==> src/rtl/mrps_pkg.sv <==
package mrps_pkg;

    // Encoding of the policy selector bit seen by the replacement engines.
    typedef enum logic {
        POL_RECENCY      = 1'b0,
        POL_FREQ_RECENCY = 1'b1
    } policy_e;

    // Channel indices of the event tallies.
    localparam int unsigned CH_HIT  = 0;
    localparam int unsigned CH_MISS = 1;
    localparam int unsigned N_CH    = 2;

endpackage

==> src/rtl/mrps_interval_timer.sv <==
module mrps_interval_timer #(
    parameter int unsigned INTERVAL_CYCLES = 100000
) (
    input  logic clk_i,
    input  logic rst_i,
    output logic last_o
);
    localparam int unsigned TW = (INTERVAL_CYCLES > 2) ? $clog2(INTERVAL_CYCLES) : 1;
    localparam logic [TW-1:0] LAST_IDX = TW'(INTERVAL_CYCLES - 1);

    typedef struct packed {
        logic [TW-1:0] cnt;
    } tmr_t;

    tmr_t tmr_d, tmr_q;

    always_comb begin
        tmr_d = tmr_q;
        if (tmr_q.cnt == LAST_IDX) begin
            tmr_d.cnt = '0;
        end else begin
            tmr_d.cnt = tmr_q.cnt + TW'(1);
        end
    end

    always_ff @(posedge clk_i) begin
        if (rst_i) begin
            tmr_q <= '0;
        end else begin
            tmr_q <= tmr_d;
        end
    end

    assign last_o = (tmr_q.cnt == LAST_IDX);

endmodule

==> src/rtl/mrps_event_tally.sv <==
module mrps_event_tally #(
    parameter int unsigned CNT_W = 17
) (
    input  logic             clk_i,
    input  logic             rst_i,
    input  logic             strobe_i,
    input  logic             clear_i,
    output logic [CNT_W-1:0] total_o
);
    typedef struct packed {
        logic [CNT_W-1:0] count;
    } tally_t;

    tally_t tally_d, tally_q;
    logic [CNT_W-1:0] running;

    // The running total includes the strobe of the current cycle, so a
    // strobe on the window's last cycle lands in the window that ends.
    assign running = tally_q.count + CNT_W'(strobe_i);

    always_comb begin
        tally_d = tally_q;
        if (clear_i) begin
            tally_d.count = '0;
        end else begin
            tally_d.count = running;
        end
    end

    always_ff @(posedge clk_i) begin
        if (rst_i) begin
            tally_q <= '0;
        end else begin
            tally_q <= tally_d;
        end
    end

    assign total_o = running;

endmodule

==> src/rtl/mrps_phase_judge.sv <==
module mrps_phase_judge
    import mrps_pkg::*;
#(
    parameter int unsigned CNT_W    = 17,
    parameter int unsigned INIT_PCT = 80,
    parameter int unsigned CEIL_PCT = 90
) (
    input  logic             clk_i,
    input  logic             rst_i,
    input  logic             eval_i,
    input  logic [CNT_W-1:0] misses_i,
    input  logic [CNT_W-1:0] hits_i,
    output logic             policy_o,
    output logic             switch_o
);
    // One window holds up to 2*N accesses (hit and miss in one cycle).
    localparam int unsigned TOT_W = CNT_W + 1;
    // The reference spans two windows.
    localparam int unsigned PW    = CNT_W + 2;
    // Width for every cross product, with margin for the percent constants.
    localparam int unsigned MW    = 2 * PW + 8;

    typedef struct packed {
        policy_e           policy;
        logic              pulse;
        logic              use_dflt;
        logic [PW-1:0]     ref_miss;
        logic [PW-1:0]     ref_tot;
        logic [TOT_W-1:0]  last_miss;
        logic [TOT_W-1:0]  last_tot;
    } judge_t;

    judge_t jd_d, jd_q;

    logic [TOT_W-1:0] cur_tot;
    logic [MW-1:0]    lhs;
    logic [MW-1:0]    rhs;
    logic             worse;
    logic             active;
    logic             flip;
    logic [PW-1:0]    cand_miss;
    logic [PW-1:0]    cand_tot;
    logic [MW-1:0]    ceil_lhs;
    logic [MW-1:0]    ceil_rhs;
    logic             over_ceil;

    always_comb begin
        cur_tot = TOT_W'(misses_i) + TOT_W'(hits_i);

        // Compare misses/cur_tot with ref_miss/ref_tot without division.
        if (jd_q.use_dflt) begin
            lhs = MW'(misses_i) * MW'(100);
            rhs = MW'(INIT_PCT) * MW'(cur_tot);
        end else begin
            lhs = MW'(misses_i) * MW'(jd_q.ref_tot);
            rhs = MW'(jd_q.ref_miss) * MW'(cur_tot);
        end
        worse  = (lhs > rhs);
        active = eval_i && (cur_tot != '0);
        flip   = active && worse;

        // Candidate reference: this window alone, or merged with the
        // previous window when the policy changes across them.
        if (flip) begin
            cand_miss = PW'(jd_q.last_miss) + PW'(misses_i);
            cand_tot  = PW'(jd_q.last_tot) + PW'(cur_tot);
        end else begin
            cand_miss = PW'(misses_i);
            cand_tot  = PW'(cur_tot);
        end

        ceil_lhs  = MW'(cand_miss) * MW'(100);
        ceil_rhs  = MW'(CEIL_PCT) * MW'(cand_tot);
        over_ceil = (ceil_lhs > ceil_rhs);

        jd_d       = jd_q;
        jd_d.pulse = flip;
        if (active) begin
            if (flip) begin
                jd_d.policy = (jd_q.policy == POL_RECENCY) ? POL_FREQ_RECENCY : POL_RECENCY;
            end
            jd_d.ref_miss  = cand_miss;
            jd_d.ref_tot   = cand_tot;
            jd_d.use_dflt  = over_ceil;
            jd_d.last_miss = TOT_W'(misses_i);
            jd_d.last_tot  = cur_tot;
        end
    end

    always_ff @(posedge clk_i) begin
        if (rst_i) begin
            jd_q          <= '0;
            jd_q.policy   <= POL_RECENCY;
            jd_q.use_dflt <= 1'b1;
        end else begin
            jd_q <= jd_d;
        end
    end

    assign policy_o = jd_q.policy;
    assign switch_o = jd_q.pulse;

endmodule

==> src/rtl/mrps_policy_switch.sv <==
module mrps_policy_switch
    import mrps_pkg::*;
#(
    parameter int unsigned INTERVAL_CYCLES = 100000,
    parameter int unsigned INIT_PCT        = 80,
    parameter int unsigned CEIL_PCT        = 90
) (
    input  logic clk_i,
    input  logic rst_i,
    input  logic hit_i,
    input  logic miss_i,
    output logic policy_o,
    output logic switch_o
);
    localparam int unsigned CNT_W = $clog2(INTERVAL_CYCLES + 1);

    logic                      interval_end;
    logic [N_CH-1:0]           strobe_vec;
    logic [N_CH-1:0][CNT_W-1:0] tally_total;
    logic [CNT_W-1:0]          hit_cnt;
    logic [CNT_W-1:0]          miss_cnt;

    assign strobe_vec[CH_HIT]  = hit_i;
    assign strobe_vec[CH_MISS] = miss_i;

    mrps_interval_timer #(
        .INTERVAL_CYCLES(INTERVAL_CYCLES)
    ) u_timer (
        .clk_i (clk_i),
        .rst_i (rst_i),
        .last_o(interval_end)
    );

    for (genvar ch = 0; ch < N_CH; ch++) begin : g_tally
        mrps_event_tally #(
            .CNT_W(CNT_W)
        ) u_tally (
            .clk_i   (clk_i),
            .rst_i   (rst_i),
            .strobe_i(strobe_vec[ch]),
            .clear_i (interval_end),
            .total_o (tally_total[ch])
        );
    end

    assign hit_cnt  = tally_total[CH_HIT];
    assign miss_cnt = tally_total[CH_MISS];

    mrps_phase_judge #(
        .CNT_W   (CNT_W),
        .INIT_PCT(INIT_PCT),
        .CEIL_PCT(CEIL_PCT)
    ) u_judge (
        .clk_i   (clk_i),
        .rst_i   (rst_i),
        .eval_i  (interval_end),
        .misses_i(miss_cnt),
        .hits_i  (hit_cnt),
        .policy_o(policy_o),
        .switch_o(switch_o)
    );

endmodule

==> config.mk <==
export PLATFORM = sky130hd
export DESIGN_NAME = mrps_policy_switch
export DESIGN_NICKNAME = d
export VERILOG_FILES = /design/src/rtl/mrps_pkg.sv /design/src/rtl/mrps_interval_timer.sv /design/src/rtl/mrps_event_tally.sv /design/src/rtl/mrps_phase_judge.sv /design/src/rtl/mrps_policy_switch.sv
export SDC_FILE = /design/constraint.sdc
export NUM_CORES = 2
export LEC_CHECK = 0
export BUFFER_PORTS_ARGS = -buffer_cell sky130_fd_sc_hd__buf_2
export CAP_MARGIN = 20
export CORE_ASPECT_RATIO = 0.6
export CORE_UTILIZATION = 50
export CTS_CLUSTER_DIAMETER = 50
export DETAILED_ROUTE_END_ITERATION = 6
export PLACE_DENSITY = 0.65
export SETUP_SLACK_MARGIN = 0.02
export SLEW_MARGIN = 10
export SYNTH_ARGS = -nofsm -noshare
export SYNTH_HDL_FRONTEND = slang
export SYNTH_SLANG_ARGS = --single-unit
export TNS_END_PERCENT = 50
==> constraint.sdc <==
create_clock -name clk_i -period 36.8 [get_ports clk_i]
set_input_delay 11.04 -clock clk_i [delete_from_list [all_inputs] [get_ports clk_i]]
set_output_delay 11.04 -clock clk_i [all_outputs]
set_load 0.01 [all_outputs]
==> impl_metrics.json <==
{
  "clockBufferDepth": 2,
  "cp_data_arrival_time_ps": 30300,
  "die_w_um": 352,
  "syn_area_per_cell_um2": 8.25,
  "start_kind": "primary input",
  "drive_above_1_share": 0.0398,
  "period_minus_slack_ps": 29900,
  "synth_ff_type": "dfxtp_1",
  "cp.required_ps": 37200,
  "startpoint": "miss_i",
  "path_common_cell": "ha_1",
  "p_leak_nw": 19.8,
  "vdd_drop_max_mv": 0.0297,
  "power_density_nw_per_um2": 12.2,
  "core_um2": 72300,
  "pre_cts_ws_ps": 6810,
  "crit_type": "primary input to register",
  "cts.sinks": 126,
  "maxCapViolations": 0,
  "drt_iter0_markers": 2446,
  "antennaDiodeCount": 0,
  "fin_ws_ps": 6900,
  "hp-class": "register to register",
  "worst_pin_slew_ps": 1100,
  "io_buffers": 5,
  "fp.dieH_um": 212,
  "cts_resized": 0,
  "dr.pass1.iters": 7,
  "insertion_delay_ps": 450,
  "hpwl_um": 80000,
  "synth_area_leader_cell": "fa_1",
  "floorplan.initialDensity": 0.509,
  "grt_pass1_wl_um": 165000,
  "grt_overflow_total": 0,
  "cts_setup_buffers": 0,
  "slowest_stage": "a2111oi_0",
  "cts-buffers-inserted": 17,
  "yosys.area.top_type_share": 0.311,
  "grt_pass1_vias": 28700,
  "slew-limit-headroom": 0.268,
  "final_cells": 5351,
  "grt_use_total": 0.284,
  "wire_per_inst_um": 19.2,
  "synthesis.nets": 5572,
  "cts_max_level": 4,
  "finalNetCount": 5476,
  "gp_congestion": 0.938,
  "hold_viol_final": 0,
  "grt_max_degree": 78,
  "final_common_cell": "inv_1",
  "period_share": 0.813,
  "min_from": "u_judge.jd_q[68]",
  "syn_inst": 4461,
  "synth.distinct_cells": 77,
  "grt_antenna_before_repair": 2,
  "placed_cells": 5320,
  "yosysWarnings": 0,
  "finalSetupViolations": 0,
  "fin_skew_ps": 14.7,
  "num_rows": 76,
  "tns_ps": 0,
  "synth-edff-count": 0,
  "netlist_area_um2": 36800,
  "rsz0062_at_grt": "no",
  "holdWs_ps": 455,
  "finalPower_mw": 0.471,
  "synth-seq-cells": 126,
  "async_flop_share": 0,
  "synth-seq-area-share": 0.0685,
  "path_clk_slew_ps": 70,
  "io_pins": 6,
  "detail-route-antenna-nets": 0,
  "final_max_slew_viol_count": 0,
  "synthToLayoutAreaGrowth_pct": 5.11,
  "place_area_um2": 38100,
  "r2r-start": "g_tally[1].u_tally.tally_q[0]",
  "max_stage_delay_ps": 670,
  "vias_per_cell": 5.50,
  "cts_hold_buffers": 0,
  "outcome": "complete, no violations",
  "cts-root-buf": "clkbuf_16",
  "final_cell_area_um2": 38700,
  "num_vias": 29400,
  "end_kind": "register",
  "layout_common_cells": "inv_1, nand2_1, fa_1, ha_1, nor2_1",
  "finish.utilization": 0.535,
  "cp_max_fo": 55,
  "max_freq_mhz": 33.4,
  "synth.area.top_cells": "fa_1, ha_1, inv_1",
  "drt-total-wl_um": 103000,
  "cts_tree": "done",
  "drc": 0,
  "die_area_um2": 74700
}
[synthesized netlist by cell type (all sizes together), types with 25 or more instances]
| cell | count |
|---|---|
| dfxtp | 126 |
| fa | 571 |
| buf | 30 |
| a211oi | 50 |
| ha | 536 |
| xnor2 | 112 |
| a21oi | 193 |
| xor2 | 74 |
| clkbuf | 170 |
| nor2 | 235 |
| nor2b | 53 |
| nor3 | 63 |
| nand2b | 26 |
| and3 | 41 |
| nand3 | 62 |
| inv | 783 |
| nand2 | 649 |
| o21ai | 126 |
| and2 | 201 |
| mux2i | 25 |
| a21o | 54 |
[worst max-delay path, delay by kind of cell]
| family | cells | cell delay, ps |
|---|---|---|
| AND/OR/NAND/NOR | 19 | 3790 |
| multiplexers | 2 | 700 |
| buffers and inverters | 11 | 1930 |
| XOR/XNOR | 3 | 760 |
| AO/OA/AOI/OAI | 23 | 6020 |
| adder cells (fa/ha/maj) | 17 | 6000 |
[logic make-up (layout without fill, tap and decap cells)]
| kind of cell | after synthesis | after routing | share of synthesized area |
|---|---|---|---|
| adders and majority gates | 1107 | 1107 | 0.493 |
| muxes | 36 | 36 | 0.0103 |
| xor gates and xnor gates | 186 | 186 | 0.0443 |
| buffers and inverters | 984 | 899 | 0.101 |
| DFF | 126 | 126 | 0.0685 |
| AOI/OAI and AO/OA | 604 | 604 | 0.104 |
| and+or+nand+nor | 1418 | 1418 | 0.179 |
[routing by layer]
layer,vias up,wire (um),GRT usage
li1,14000,-,-
met1,14300,52500,0.461
met2,1096,38500,0.379
met3,73,10300,0.0633
met4,0,1580,0.0453
met5,-,0,0
[path summary, 6_finish.rpt]
kind                      end  slack, ps  cells past startpoint
min reg2reg  u_judge.jd_q[68]        450                      2
min          u_judge.jd_q[68]        450                      2
max          u_judge.jd_q[74]       6900                     75
max reg2reg  u_judge.jd_q[74]      17350                     74
[power breakdown]
| part | internal, mW | total, mW | switching, mW | leakage (nW) |
|---|---|---|---|---|
| sequential | 0.137 | 0.138 | 0.000564 | 1.02 |
| combinational | 0.0519 | 0.150 | 0.0976 | 18.5 |
| clock | 0.112 | 0.184 | 0.0714 | 0.293 |
[cell type report]
class | count | area, um2
Clock buffer | 19 | 433
Inverter | 784 | 2940
Fill cell | 6865 | 33600
Sequential cell | 126 | 2530
Tap cell | 975 | 1220
Clock inverter | 11 | 166
Timing Repair Buffer | 85 | 638
Multi-Input combinational cell | 3351 | 30800
[state kept, by name, indices dropped and copies added (netlist names)]
name,cells
u_timer.tmr_q,17
u_judge.jd_q,73
u_judge.switch_o,1
u_judge.policy_o,1
g_tally.u_tally.tally_q,34
Note: power is estimated with default switching activity, not from simulation.
